### src/rtl/diag_seq_pkg.sv
package diag_seq_pkg;
  localparam int NCHK = 5;
  localparam logic [2:0] CHK_CRC = 3'd0;
  localparam logic [2:0] CHK_MON = 3'd2;
  localparam logic [2:0] CHK_PIN = 3'd3;
  localparam logic [2:0] CHK_CAP = 3'd4;

  typedef enum logic [3:0] {
    ST_REQ, ST_WAIT, ST_OSC, ST_STAGE, ST_SETTLE,
    ST_FINAL, ST_NORMAL, ST_FAULT, ST_DISABLED
  } seq_state_t;
endpackage

### src/rtl/diag_timer.sv
module diag_timer #(
  parameter int CNT_W   = 8,
  parameter int RST_VAL = 0
) (
  input  logic             clk,
  input  logic             rst,
  input  logic             load,
  input  logic [CNT_W-1:0] load_val,
  output logic             expired
);
  logic [CNT_W-1:0] cnt;

  always_ff @(posedge clk) begin
    if (rst)              cnt <= CNT_W'(RST_VAL);
    else if (load)        cnt <= load_val;
    else if (cnt != '0)   cnt <= cnt - 1'b1;
  end

  assign expired = (cnt == '0);
endmodule

### src/rtl/diag_stagger.sv
module diag_stagger #(
  parameter int STAGES  = 3,
  parameter int GAP_CYC = 4
) (
  input  logic              clk,
  input  logic              rst,
  input  logic              clr,
  input  logic              go,
  output logic [STAGES-1:0] en,
  output logic              all_on
);
  localparam int GAP_W = $clog2(GAP_CYC) + 1;
  localparam int LVL_W = $clog2(STAGES + 1);

  logic [GAP_W-1:0] gap;
  logic [LVL_W-1:0] lvl;
  logic             step;

  assign all_on = &en;
  assign step   = go && !all_on && (gap == GAP_W'(GAP_CYC - 1));

  always_ff @(posedge clk) begin
    if (rst || clr) begin
      gap <= '0;
      lvl <= '0;
    end else if (go && !all_on) begin
      if (step) begin
        gap <= '0;
        lvl <= lvl + 1'b1;
      end else begin
        gap <= gap + 1'b1;
      end
    end
  end

  for (genvar i = 0; i < STAGES; i++) begin : g_stage
    always_ff @(posedge clk) begin
      if (rst || clr)                     en[i] <= 1'b0;
      else if (step && lvl == LVL_W'(i))  en[i] <= 1'b1;
    end
    if (i > 0) begin : g_ord
      // a stage is never on ahead of its predecessor
      a_r7_stage_order: assert property (@(posedge clk) disable iff (rst)
        en[i] |-> en[i-1]);
    end
  end
endmodule

### src/rtl/pwrup_diag_seq.sv
module pwrup_diag_seq #(
  parameter int STAGES      = 3,
  parameter int STAGGER_CYC = 4,
  parameter int SETTLE_CYC  = 8,
  parameter int OSC_TMO_CYC = 16,
  parameter int PON_MIN_CYC = 200
) (
  input  logic              clk,
  input  logic              rst,
  input  logic              hi_supply,
  input  logic              agc_auto,
  input  logic              gain_ok,
  input  logic              ext_fault,
  input  logic [4:0]        chk_done,
  input  logic [4:0]        chk_pass,
  input  logic [3:0]        osc_flt,
  output logic [4:0]        chk_req,
  output logic              osc_en,
  output logic [STAGES-1:0] stage_en,
  output logic              flt_mask,
  output logic              res_normal,
  output logic              res_disabled,
  output logic              res_fault
);
  import diag_seq_pkg::*;

  localparam int MAX_A = (SETTLE_CYC > OSC_TMO_CYC) ? SETTLE_CYC : OSC_TMO_CYC;
  localparam int CNT_W = $clog2(MAX_A + 1);
  localparam int PON_W = $clog2(PON_MIN_CYC + 1);

  seq_state_t       state;
  logic [2:0]       idx;
  logic             from_fault;
  logic             skip_cap;
  logic             tmr_load, tmr_exp, pon_done;
  logic [CNT_W-1:0] tmr_val;
  logic             stg_clr, stg_all;

  assign skip_cap = !hi_supply || from_fault;
  assign tmr_load = !(state == ST_OSC || state == ST_SETTLE);
  assign tmr_val  = (state == ST_STAGE) ? CNT_W'(SETTLE_CYC) : CNT_W'(OSC_TMO_CYC);
  assign stg_clr  = (state == ST_FAULT) || (state == ST_DISABLED);

  diag_timer #(.CNT_W(CNT_W), .RST_VAL(0)) u_win_tmr (
    .clk(clk), .rst(rst), .load(tmr_load), .load_val(tmr_val), .expired(tmr_exp));

  diag_timer #(.CNT_W(PON_W), .RST_VAL(PON_MIN_CYC)) u_pon_tmr (
    .clk(clk), .rst(rst), .load(1'b0), .load_val('0), .expired(pon_done));

  diag_stagger #(.STAGES(STAGES), .GAP_CYC(STAGGER_CYC)) u_stagger (
    .clk(clk), .rst(rst), .clr(stg_clr), .go(state == ST_STAGE),
    .en(stage_en), .all_on(stg_all));

  always_ff @(posedge clk) begin
    if (rst) begin
      state        <= ST_REQ;
      idx          <= CHK_CRC;
      from_fault   <= 1'b0;
      chk_req      <= '0;
      osc_en       <= 1'b0;
      flt_mask     <= 1'b0;
      res_normal   <= 1'b0;
      res_disabled <= 1'b0;
      res_fault    <= 1'b0;
    end else begin
      chk_req <= '0;
      case (state)
        ST_REQ: begin
          chk_req[idx] <= 1'b1;
          state        <= ST_WAIT;
        end
        ST_WAIT: if (chk_done[idx]) begin
          if (!chk_pass[idx]) begin
            if (idx <= CHK_MON) begin
              state        <= ST_DISABLED;
              res_disabled <= 1'b1;
            end else begin
              state     <= ST_FAULT;
              res_fault <= 1'b1;
            end
          end else if (idx == CHK_CAP || (idx == CHK_PIN && skip_cap)) begin
            state  <= ST_OSC;
            osc_en <= 1'b1;
          end else begin
            idx   <= idx + 1'b1;
            state <= ST_REQ;
          end
        end
        ST_OSC: begin
          if (osc_flt == '0) begin
            state <= ST_STAGE;
          end else if (tmr_exp) begin
            state     <= ST_FAULT;
            res_fault <= 1'b1;
            osc_en    <= 1'b0;
          end
        end
        ST_STAGE: if (stg_all) begin
          state    <= ST_SETTLE;
          flt_mask <= 1'b1;
        end
        ST_SETTLE: if (tmr_exp) begin
          state    <= ST_FINAL;
          flt_mask <= 1'b0;
        end
        ST_FINAL: begin
          if (ext_fault) begin
            state     <= ST_FAULT;
            res_fault <= 1'b1;
            osc_en    <= 1'b0;
          end else if (pon_done) begin
            if (agc_auto && !gain_ok) begin
              state        <= ST_DISABLED;
              res_disabled <= 1'b1;
              osc_en       <= 1'b0;
            end else begin
              state      <= ST_NORMAL;
              res_normal <= 1'b1;
            end
          end
        end
        ST_NORMAL: if (ext_fault) begin
          state      <= ST_FAULT;
          res_normal <= 1'b0;
          res_fault  <= 1'b1;
          osc_en     <= 1'b0;
        end
        ST_FAULT: begin
          osc_en <= 1'b0;
          if (!ext_fault) begin
            res_fault  <= 1'b0;
            from_fault <= 1'b1;
            idx        <= CHK_CRC;
            state      <= ST_REQ;
          end
        end
        default: osc_en <= 1'b0;
      endcase
    end
  end

  // at most one request, lasting a single cycle
  a_r2_req_onehot: assert property (@(posedge clk) disable iff (rst)
    $onehot0(chk_req));
  a_r2_req_pulse: assert property (@(posedge clk) disable iff (rst)
    (chk_req != '0) |=> (chk_req == '0));
  // disabled is terminal
  a_r3_disabled_sticky: assert property (@(posedge clk) disable iff (rst)
    res_disabled |=> res_disabled);
  // exclusive results
  a_r11_result_excl: assert property (@(posedge clk) disable iff (rst)
    $onehot0({res_normal, res_disabled, res_fault}));
  // normal only after the power-on window
  a_r10_pon_gate: assert property (@(posedge clk) disable iff (rst)
    $rose(res_normal) |-> pon_done);
  // unresolved oscillator faults at timeout lead to the fault result
  a_r6_osc_timeout: assert property (@(posedge clk) disable iff (rst)
    (state == ST_OSC && osc_flt != '0 && tmr_exp) |=> res_fault);
  // mask only while every stage is on
  a_r8_mask_stages: assert property (@(posedge clk) disable iff (rst)
    flt_mask |-> (&stage_en));
endmodule

### config.mk
export PLATFORM = sky130hd
export DESIGN_NAME = pwrup_diag_seq
export DESIGN_NICKNAME = d
export VERILOG_FILES = /design/src/rtl/diag_seq_pkg.sv /design/src/rtl/diag_timer.sv /design/src/rtl/diag_stagger.sv /design/src/rtl/pwrup_diag_seq.sv
export SDC_FILE = /design/constraint.sdc
export NUM_CORES = 1
export LEC_CHECK = 0
export CORE_MARGIN = 3
export CORE_UTILIZATION = 30
export CTS_BUF_LIST = sky130_fd_sc_hd__clkbuf_8
export CTS_CLUSTER_DIAMETER = 120
export CTS_CLUSTER_SIZE = 28
export DETAILED_ROUTE_END_ITERATION = 10
export SYNTH_ARGS = -nofsm -noshare
export SYNTH_HDL_FRONTEND = slang
export SYNTH_SLANG_ARGS = --single-unit
### constraint.sdc
create_clock -name clk -period 2.52 [get_ports clk]
set_input_delay 0.378 -clock clk [delete_from_list [all_inputs] [get_ports clk]]
set_output_delay 0.378 -clock clk [all_outputs]
set_load 0.02 [all_outputs]
## Word level (Yosys, flattened, before mapping)

Index checks and enable logic that the tools add are counted.
Widths: inputs -> output; s select.

- Add/sub/neg operators: 5
- $mul: 0
- Div/mod/pow operators: 0
- $lt $le $gt $ge: 3
- Equality and inequality tests: 35
- Shifts and indexed selects: 0
- Multiplexer cells: 60
- Bitwise gates (word level): 3
- Reduce and logical (&&, ||, !) cells: 42

Operator list:

| kind | count |
|---|---|
| $mux 4 | 12 |
| $ne 2x2->1 const B | 17 |
| $pmux 4 s8 | 1 |
| $mux 1 | 29 |
| $eq 4x3->1 const B | 4 |
| $reduce_and 8->1 | 2 |
| $reduce_bool 8->1 | 2 |
| $mux 3 | 5 |
| $mux 5 | 3 |
| $reduce_and 5->1 | 2 |
| $reduce_and 9->1 | 1 |
| $eq 4x2->1 const B | 2 |
| $logic_and 1x1->1 | 8 |
| $logic_not 4->1 | 2 |
| $logic_not 8->1 | 1 |
| $reduce_bool 2->1 | 4 |
| $sub 8x1->8 const B | 1 |
| $reduce_and 7->1 | 1 |
| $add 3x1->3 const B | 2 |
| $bmux 1 s3 | 2 |
| $eq 3x2->1 const B | 2 |
| $ne 3x3->1 const B | 2 |
| $pmux 1 s2 | 3 |
| $pmux 3 s2 | 1 |
| 27 further kinds | 39 |

- Register bits: 39
- Latch bits: 0
- Memory bits (writable): 0
- Memory bits (read-only): 0
- Input port bits: 20
- Output and inout bits: 13
- Memories kept: 0

## Depth between registers and ports, before layout

Gate-level depths: netlist (run 1).

- Depth in word-level cells: 8
- Gate-level depth with buffers: 9
- Mapped depth without buffers: 8

## Modules after synthesis

Synthesis (run 1) repeated with hierarchy kept, for this count alone.

- Cell total of the unflattened synthesis: 288
- Area, all modules: 2,403.6 um2

By module, submodules not included:

| module | instances | cells each | area an instance (um2) | seq. area each (um2) |
|---|---|---|---|---|
| pwrup_diag_seq | 1 | 158 | 1,255.0 | 360.3 |
| diag_timer at u_pon_tmr | 1 | 54 | 460.4 | 160.2 |
| diag_stagger | 1 | 44 | 400.4 | 160.2 |
| diag_timer at u_win_tmr | 1 | 32 | 287.8 | 100.1 |

## Least setup slack after synthesis (run 1)

Ideal clock, no wire load.

- Kind: reg2reg
- Start point: reg u_pon_tmr.cnt[0]
- End point: reg state[1]
- Arrival time: 1.947 ns
- Required time: 2.406 ns
- Setup slack: 0.459 ns
- Cell stages (with the launch flop): 9
- Period minus slack after synthesis: 2.061 ns
- Cell sequence: dfxtp_1 inv_1 ha_1 or4b_4 nor4_4 o22ai_2 nor4_4 nor3b_1 a21o_1

- Word-level cells in the longest chain between the ends: 3

RTL lines:

| what | line | text |
|---|---|---|
| start: declaration | diag_timer.sv:11 | `logic [CNT_W-1:0] cnt;` |
| start signal: assignment | diag_timer.sv:14 | `if (rst) cnt <= CNT_W'(RST_VAL);` |
| start signal: assignment | diag_timer.sv:15 | `else if (load) cnt <= load_val;` |
| start signal: assignment | diag_timer.sv:16 | `else if (cnt != '0) cnt <= cnt - 1'b1;` |
| $logic_not 8->1 | diag_timer.sv:19 | `assign expired = (cnt == '0);` |
| $ne 3x3->1 (no line) | -- |  |
| $reduce_and 8->1 (no line) | -- |  |
| end signal: assignment | pwrup_diag_seq.sv:56 | `state <= ST_REQ;` |
| end signal: assignment | pwrup_diag_seq.sv:70 | `state <= ST_WAIT;` |
| end signal: assignment | pwrup_diag_seq.sv:75 | `state <= ST_DISABLED;` |
| end: declaration | pwrup_diag_seq.sv:31 | `seq_state_t state;` |

No other way between the ends.
A chain may end at the register's enable or synchronous reset.

## Final worst setup path (run 1)

- Start point: reg u_pon_tmr.cnt[0]
- End point: reg res_normal

- Word-level cells in the longest chain between the ends: 3

RTL lines:

| what | line | text |
|---|---|---|
| $logic_not 8->1 | diag_timer.sv:19 |  |
| $ne 2x2->1 (no line) | -- |  |
| $reduce_and 5->1 (no line) | -- |  |
| end signal: assignment | pwrup_diag_seq.sv:62 | `res_normal <= 1'b0;` |
| end signal: assignment | pwrup_diag_seq.sv:118 | `res_normal <= 1'b1;` |
| end signal: assignment | pwrup_diag_seq.sv:124 | `res_normal <= 1'b0;` |
| end: declaration | pwrup_diag_seq.sv:21 | `output logic res_normal,` |

No other way between the ends.

==> metrics.md, run 1 <==
| Metric | Value |
|---|---|
| Status | `finished, final reports clean` |
| Final period utilization | `91.4%` |
| Net Sw Frac | `between 30% and 40%` |
| RSZ-0062 raised after global routing | `no` |
| P_sw | `755 uW` |
| First-pass GRT wire length | `9.03 mm` |
| Warning count from the yosys run | `0` |
| Tmin final | `2.30 ns` |
| Register area share after synthesis | `35.9%` |
| Initial Util | `about a third` |
| Logic pwr share | `40.9%` |
| Hold Path End | `u_stagger.gap[1]$_SDFFE_PP0P_` |
| Post-synthesis cell count | `265` |
| Pre-CTS worst setup slack | `0.154 ns` |
| ANT nets after route | `0` |
| Worst setup path class | `reg2reg` |
| Clock tree buffer depth | `2` |
| MaxCap Viol Count | `0` |
| # hold bufs at CTS | `0` |
| Max Clock Skew | `just over 0.005 ns` |
| Later-pin clock latency in the skew report | `0.29 ns` |
| Row cnt | `30` |
| Largest net degree at the start of global routing | `16` |
| Iter 0 DRT Violations | `84` |
| Overall routing resource usage | `13.0%` |
| Setup TNS | `0 ns` |
| PnR worst setup slack | `0.217 ns` |
| CTS tree | `done` |
| Port buffer count | `32` |
| Global route overflow | `0` |
| CP max FO | `4` |
| First-pass DRT Iterations | `4` |
| Total Power | `1.98 mW` |
| Mapped Area | `~0.0022 mm^2` |
| R2r startpoint | `u_pon_tmr.cnt[0]$_SDFFE_PP0N_` |
| R2R Path End | `res_normal$_SDFFE_PP0P_` |
| FF-to-FF path depth | `7` |
| Die height | `91.1 um` |
| PostCTS Resize Cnt | `0` |
| Routed wire length per instance | `13.7 um` |
| Avg Cell Area, Syn | `approximately 8.2 um^2` |
| Leakage | `0.982 nW` |
| DIE WIDTH | `around 91 um` |
| Die area | `0.00830 mm^2` |
| R2r setup slk | `0.22 ns` |
| Hold Fails Final Rpt | `0` |
| Crit. End Element | `register` |
| Via density | `a little over 5` |
| Routability cong. | `~0.82` |
| CP Data Required Time | `2.71 ns` |
| Via count | `2049` |
| # diodes | `0` |
| Slew Viols, Final | `0` |
| Post-detail-place hpwl | `between 4 and 5 mm` |
| Critical path arrival | `2.50 ns` |
| Main synth FF type | `dfxtp_1` |
| Peak VDD IR | `0.212 mV` |
| Fin nets | `330` |
| Root buf cell | `clkbuf_8` |
| Slowest cell on the critical path | `or4b_4` |
| Initial antenna violation count | `0` |
| Seq pwr share | `38.2%` |
| Routed WL | `approximately 5.5 mm` |
| Rel. slew slack | `57.5%` |
| Vias in the first global route | `~1900` |
| Largest delay share family, worst path | `simple AND/OR/NAND/NOR gates` |
| Worst Hold Path Cells | `2` |
| Async SR Flop Fraction | `0%` |
| Post-synthesis register bit count | `39` |
| Ratio of cells with drive above 1 in the final layout | `9.97%` |
| Clock transition at the registers of the reported paths | `roughly 0.08 ns` |
| EDFF count, synth | `0` |
| Setup violations, final | `0` |
| Power share of the clock group | `20.9%` |
| Fillers | `737` |
| Worst Hold Class | `reg2reg` |
| Syn nets | `295` |
| Core Footprint | `0.00691 mm^2` |
| Power Density | `729 mW/mm^2` |
| H-tree Lvls | `2` |
| IO Count | `33` |
| Count of cell types in the netlist | `47` |
| Area growth, synth to finish | `25.0%` |
| Drc violations | `0` |
| Fmax | `434 MHz` |
| CP Buf/Inv Count | `1` |
| P_int | `1.22 mW` |
| CTS Buf Count | `5` |
| Startpoint types | `register` |
| Hold path startpoint | `u_stagger.gap[1]$_SDFFE_PP0P_` |
| Worst Max-Slew Pin Slew | `~0.63 ns` |
| Worst path max stage delay | `around 0.52 ns` |
| Setup Fix Bufs, Post-CTS | `0` |
| Crit path cell chain | `inv_1 -> ha_1 -> or4b_4 -> or4_1 -> nor2_1 -> a31oi_1 -> a311oi_1` |
| CTS Sinks | `39` |
## cell type report
type	instances	area (um^2)	share of cell area, %
Multi-Input combinational cell	198	1280	47.3
Inverter	14	52.6	1.93
Clock inverter	3	15.0	0.553
Clock buffer	5	68.8	2.53
Timing Repair Buffer	42	395	14.6
Tap cell	96	120	4.42
Sequential cell	39	781	28.7
## cells by family (layout without fill, tap and decap cells)
logic type	count (synthesis)	in the layout	synth area share [%]
and+or+nand+nor	120	120	29.6
AOI/OAI and AO/OA	55	55	17.5
DFF	39	39	35.9
buffers and inverters	28	64	5.01
adders and majority gates	10	10	5.76
xor gates and xnor gates	8	8	3.22
muxes	5	5	2.94
## cells in the mapped netlist, types with 2 or more instances
cell type	number	area share, %
inv_1	14	2.4
or4_1	2	0.69
nor3_1	20	4.6
a311oi_1	2	0.81
nand2_1	19	3.3
nor3b_1	2	0.69
mux2i_1	3	1.4
o21ai_0	9	2.1
or2_2	3	0.86
a2111oi_0	3	1.2
buf_2	3	0.69
nor4_4	2	2.0
nor2b_1	6	1.7
nand3_1	6	1.4
o31ai_1	2	0.69
a31oi_1	6	1.7
ha_1	10	5.8
nor4_1	6	1.7
a221oi_1	3	1.2
and2_1	5	1.4
o221a_2	2	1.0
clkbuf_1	11	1.9
dfxtp_1	39	36
nand2b_1	4	1.2
xnor2_1	8	3.2
a211oi_1	6	2.1
nor2_1	36	6.2
nor4bb_1	2	0.92
a21oi_1	13	3.0
## layer usage
layer	track usage [%]	routed length, um	vias to the layer above
met2	22.0	2620	50
met5	0	0	-
met4	4.65	85	0
li1	-	-	1025
met1	15.9	2470	964
met3	3.48	277	10
## per-stage QoR
step	cell area [um^2]	hold WS [ns]	cells	util (%)
after floorplan	2170	0.431	265	-
after global placement	2630	0.443	389	38.1
after detailed placement	2630	0.451	389	38.1
after CTS	2720	0.462	397	39.3
after global routing	2720	0.504	397	39.3
final	2720	0.457	397	39.3
## power groups by stage
stage / registers (mW) / logic, mW / clock network (mW)
6_report: 0.755 / 0.810 / 0.414
5_1_grt: 0.766 / 0.887 / 0.453
4_1_cts: 0.755 / 0.804 / 0.428
3_5_place_dp: 0.769 / 0.798 / 0
3_3_place_gp: 0.767 / 0.796 / 0
2_1_floorplan: 0.767 / 0.569 / 0
## flip-flops by register name, summed over array words and instances (netlist names), 2 cells and up
name,cells
state,4
u_stagger.en,3
idx,3
u_pon_tmr.cnt,8
chk_req,5
u_stagger.gap,3
u_stagger.lvl,2
u_win_tmr.cnt,5
## placed cells by master, fill, tap and decap left out, types with 2 or more instances in the layout
cell             instances
inv_1                   14
a211oi_1                 6
o21ai_0                  9
nor4_4                   2
nor4_1                   6
o221a_2                  2
mux2i_1                  3
a221oi_1                 3
xnor2_1                  8
and2_1                   5
or4_1                    2
clkdlybuf4s50_1         32
nor3_1                  20
a31oi_1                  6
buf_4                   10
o31ai_1                  2
a21oi_1                 13
ha_1                    10
nor2b_1                  6
a2111oi_0                3
dfxtp_1                 39
a311oi_1                 2
nor4bb_1                 2
nand2b_1                 4
clkinv_2                 3
nor3b_1                  2
nand2_1                 19
nand3_1                  6
clkbuf_8                 5
nor2_1                  36
or2_2                    3
## tightest hold or removal path, stage by stage, from the launching register on
cell and delay, ns:
dfxtp_1 0.32, nand2_1 0.05, a21oi_1 0.05
## worst max path at each step
stage / from / end / slack, ns / cells past startpoint
finish: u_pon_tmr.cnt[0]$_SDFFE_PP0N_ / res_normal$_SDFFE_PP0P_ / 0.22 / 7
global route: idx[0]$_SDFFE_PP0P_ / state[1]$_SDFFE_PP0P_ / 0.05 / 7
CTS: u_pon_tmr.cnt[0]$_SDFFE_PP0N_ / res_normal$_SDFFE_PP0P_ / 0.20 / 7
detailed placement: osc_flt[1] / state[2]$_SDFFE_PP0P_ / 0.15 / 7
global placement: osc_flt[1] / state[1]$_SDFFE_PP0P_ / 0.22 / 7
floorplan: u_pon_tmr.cnt[0]$_SDFFE_PP0N_ / state[1]$_SDFFE_PP0P_ / 0.46 / 8
(Power assumes the default switching activity.)
==> run 2: changes to the inputs <==
Settings changed: PLACE_DENSITY from default to 0.55.
==> metrics.md, run 2 (synthesis gave the netlist of run 1 again) <==
| Metric | Value |
|---|---|
| Status | `finished, final reports clean` |
| Max reg flops | `8` |
| Power share of the clock group | `21.4%` |
| Startpoint types | `register` |
| Iter 0 DRT Violations | `153` |
| PostCTS Resize Cnt | `0` |
| CTS tree | `done` |
| Die area | `0.00830 mm^2` |
| Rel. slew slack | `59.1%` |
| Setup Fix Bufs, Post-CTS | `0` |
| CP max FO | `4` |
| Clock transition at the registers of the reported paths | `0.07 ns` |
| Critical path arrival | `~2.5 ns` |
| Worst Hold Path Cells | `2` |
| Logic pwr share | `40.7%` |
| # hold bufs at CTS | `0` |
| R2R Path End | `res_normal$_SDFFE_PP0P_` |
| First-pass DRT Iterations | `4` |
| First-pass GRT wire length | `8.99 mm` |
| Peak VDD IR | `0.190 mV` |
| Top reg by flops | `u_pon_tmr.cnt` |
| Hold Path End | `u_stagger.gap[1]$_SDFFE_PP0P_` |
| Post-detail-place hpwl | `3.87 mm` |
| Worst Hold Class | `reg2reg` |
| Port buffer count | `32` |
| H-tree Lvls | `2` |
| R2r setup slk | `0.22 ns` |
| Hold path startpoint | `u_stagger.gap[1]$_SDFFE_PP0P_` |
| Root buf cell | `clkbuf_8` |
| Leakage | `0.987 nW` |
| Crit. End Element | `register` |
| Initial Util | `roughly a third` |
| Row cnt | `30` |
| Final period utilization | `91.4%` |
| ANT nets after route | `0` |
| Die height | `91.1 um` |
| CP Data Required Time | `2.71 ns` |
| Max Clock Skew | `0.00588 ns` |
| Commonest non-fill, non-tap cell in the layout | `dfxtp_1` |
| Fmax | `about 430 MHz` |
| Tmin final | `2.30 ns` |
| Hold Fails Final Rpt | `0` |
| Setup violations, final | `0` |
| Global route overflow | `0` |
| WHS | `0.459 ns` |
| R2r startpoint | `u_pon_tmr.cnt[0]$_SDFFE_PP0N_` |
| CTS Sinks | `39` |
| Overall routing resource usage | `between 10% and 20%` |
| DIE WIDTH | `between 90 and 100 um` |
| Initial antenna violation count | `0` |
| Routed wire length per instance | `around 13 um` |
| Seq pwr share | `37.8%` |
| # diodes | `0` |
| Later-pin clock latency in the skew report | `0.29 ns` |
| Worst Max-Slew Pin Slew | `0.608 ns` |
| MaxCap Viol Count | `0` |
| Clock tree buffer depth | `2` |
| Worst setup path class | `reg2reg` |
| Largest net degree at the start of global routing | `25` |
| CTS Buf Count | `5` |
| Fillers | `730` |
| Routed WL | `5.27 mm` |
| Most frequent cells in the layout | `dfxtp_1, nor2_1, clkdlybuf4s50_1` |
| Vias in the first global route | `1861` |
| RSZ-0062 raised after global routing | `no` |
| Via density | `5.01` |
| Ratio of cells with drive above 1 in the final layout | `9.97%` |
| Top flop regs | `u_pon_tmr.cnt: 8 flops, chk_req: 5 flops, u_win_tmr.cnt: 5 flops` |
| Area growth, synth to finish | `25.5%` |
| Drc violations | `0` |
| Core Footprint | `0.00691 mm^2` |
| Setup TNS | `0 ns` |
| Power Density | `733 mW/mm^2` |
| IO Count | `33` |
| FF-to-FF path depth | `7` |
| Slew Viols, Final | `0` |
| P_int | `1.26 mW` |
| Net Sw Frac | `36.9%` |
| Fin nets | `between 300 and 400` |
| P_sw | `approximately 740 uW` |
| Routability cong. | `0.813` |
| Via count | `between 1500 and 2000` |
==> run 2: cell types whose count changed in the layout (fill, tap and decap cells not counted) <==
cell,previous run,this run
clkinv_2,3,1
buf_4,10,11
clkbuf_8,5,6
==> run 2: how the worst max path moves through the flow <==
| stage | endpoint | from | slack (ns) | depth (start not counted) |
|---|---|---|---|---|
| after floorplan | state[1]$_SDFFE_PP0P_ | u_pon_tmr.cnt[0]$_SDFFE_PP0N_ | 0.46 | 8 |
| after global placement | state[1]$_SDFFE_PP0P_ | osc_flt[1] | 0.23 | 7 |
| after detailed placement | state[1]$_SDFFE_PP0P_ | osc_flt[1] | 0.22 | 7 |
| after CTS | res_normal$_SDFFE_PP0P_ | u_pon_tmr.cnt[0]$_SDFFE_PP0N_ | 0.24 | 7 |
| after global routing | res_normal$_SDFFE_PP0P_ | u_pon_tmr.cnt[0]$_SDFFE_PP0N_ | 0.08 | 7 |
| final | res_normal$_SDFFE_PP0P_ | u_pon_tmr.cnt[0]$_SDFFE_PP0N_ | 0.22 | 7 |
==> run 2: layout make-up <==
cell class / count / area [um^2] / area share [%]
inverter: 14 / 52.6 / 1.93
tap: 96 / 120 / 4.40
timing repair buffer: 43 / 403 / 14.8
multi-input combinational: 198 / 1280 / 47.1
clock inverter: 1 / 5.00 / 0.183
sequential: 39 / 781 / 28.6
clock buffer: 6 / 82.6 / 3.03
==> run 2: power by group through the flow <==
stage / logic [mW] / clock network (mW) / registers, mW
finish: 0.814 / 0.429 / 0.757
floorplan: 0.569 / 0 / 0.767
CTS: 0.815 / 0.455 / 0.756
global placement: 0.814 / 0 / 0.770
global route: 0.912 / 0.468 / 0.770
detailed placement: 0.811 / 0 / 0.770
==> run 2: per-layer routing <==
layer	track usage (%)	part of all wire (%)	vias to the layer above
li1	-	-	1028
met1	17.5	50	909
met2	20.8	44	44
met3	2.98	3.7	9
met4	5.15	1.9	0
met5	0	0	-
==> run 2: critical path: stages, from the launching register on <==
cell      delay [ns]
dfxtp_1         0.31
inv_1           0.11
ha_1            0.22
or4b_4          0.52
or4_1           0.48
nor2_1          0.19
a31oi_1         0.11
a311oi_1        0.27
==> run 2: through the flow <==
stage	instances	power [mW]	utilization, %	worst slack (ns)	instance area [um^2]
2_1_floorplan	265	1.34	-	0.459	2170
3_3_place_gp	390	1.58	38.2	0.229	2640
3_5_place_dp	390	1.58	38.2	0.221	2640
4_1_cts	397	2.03	39.5	0.236	2730
5_1_grt	397	2.15	39.5	0.0822	2730
6_report	397	2.00	39.5	0.216	2730
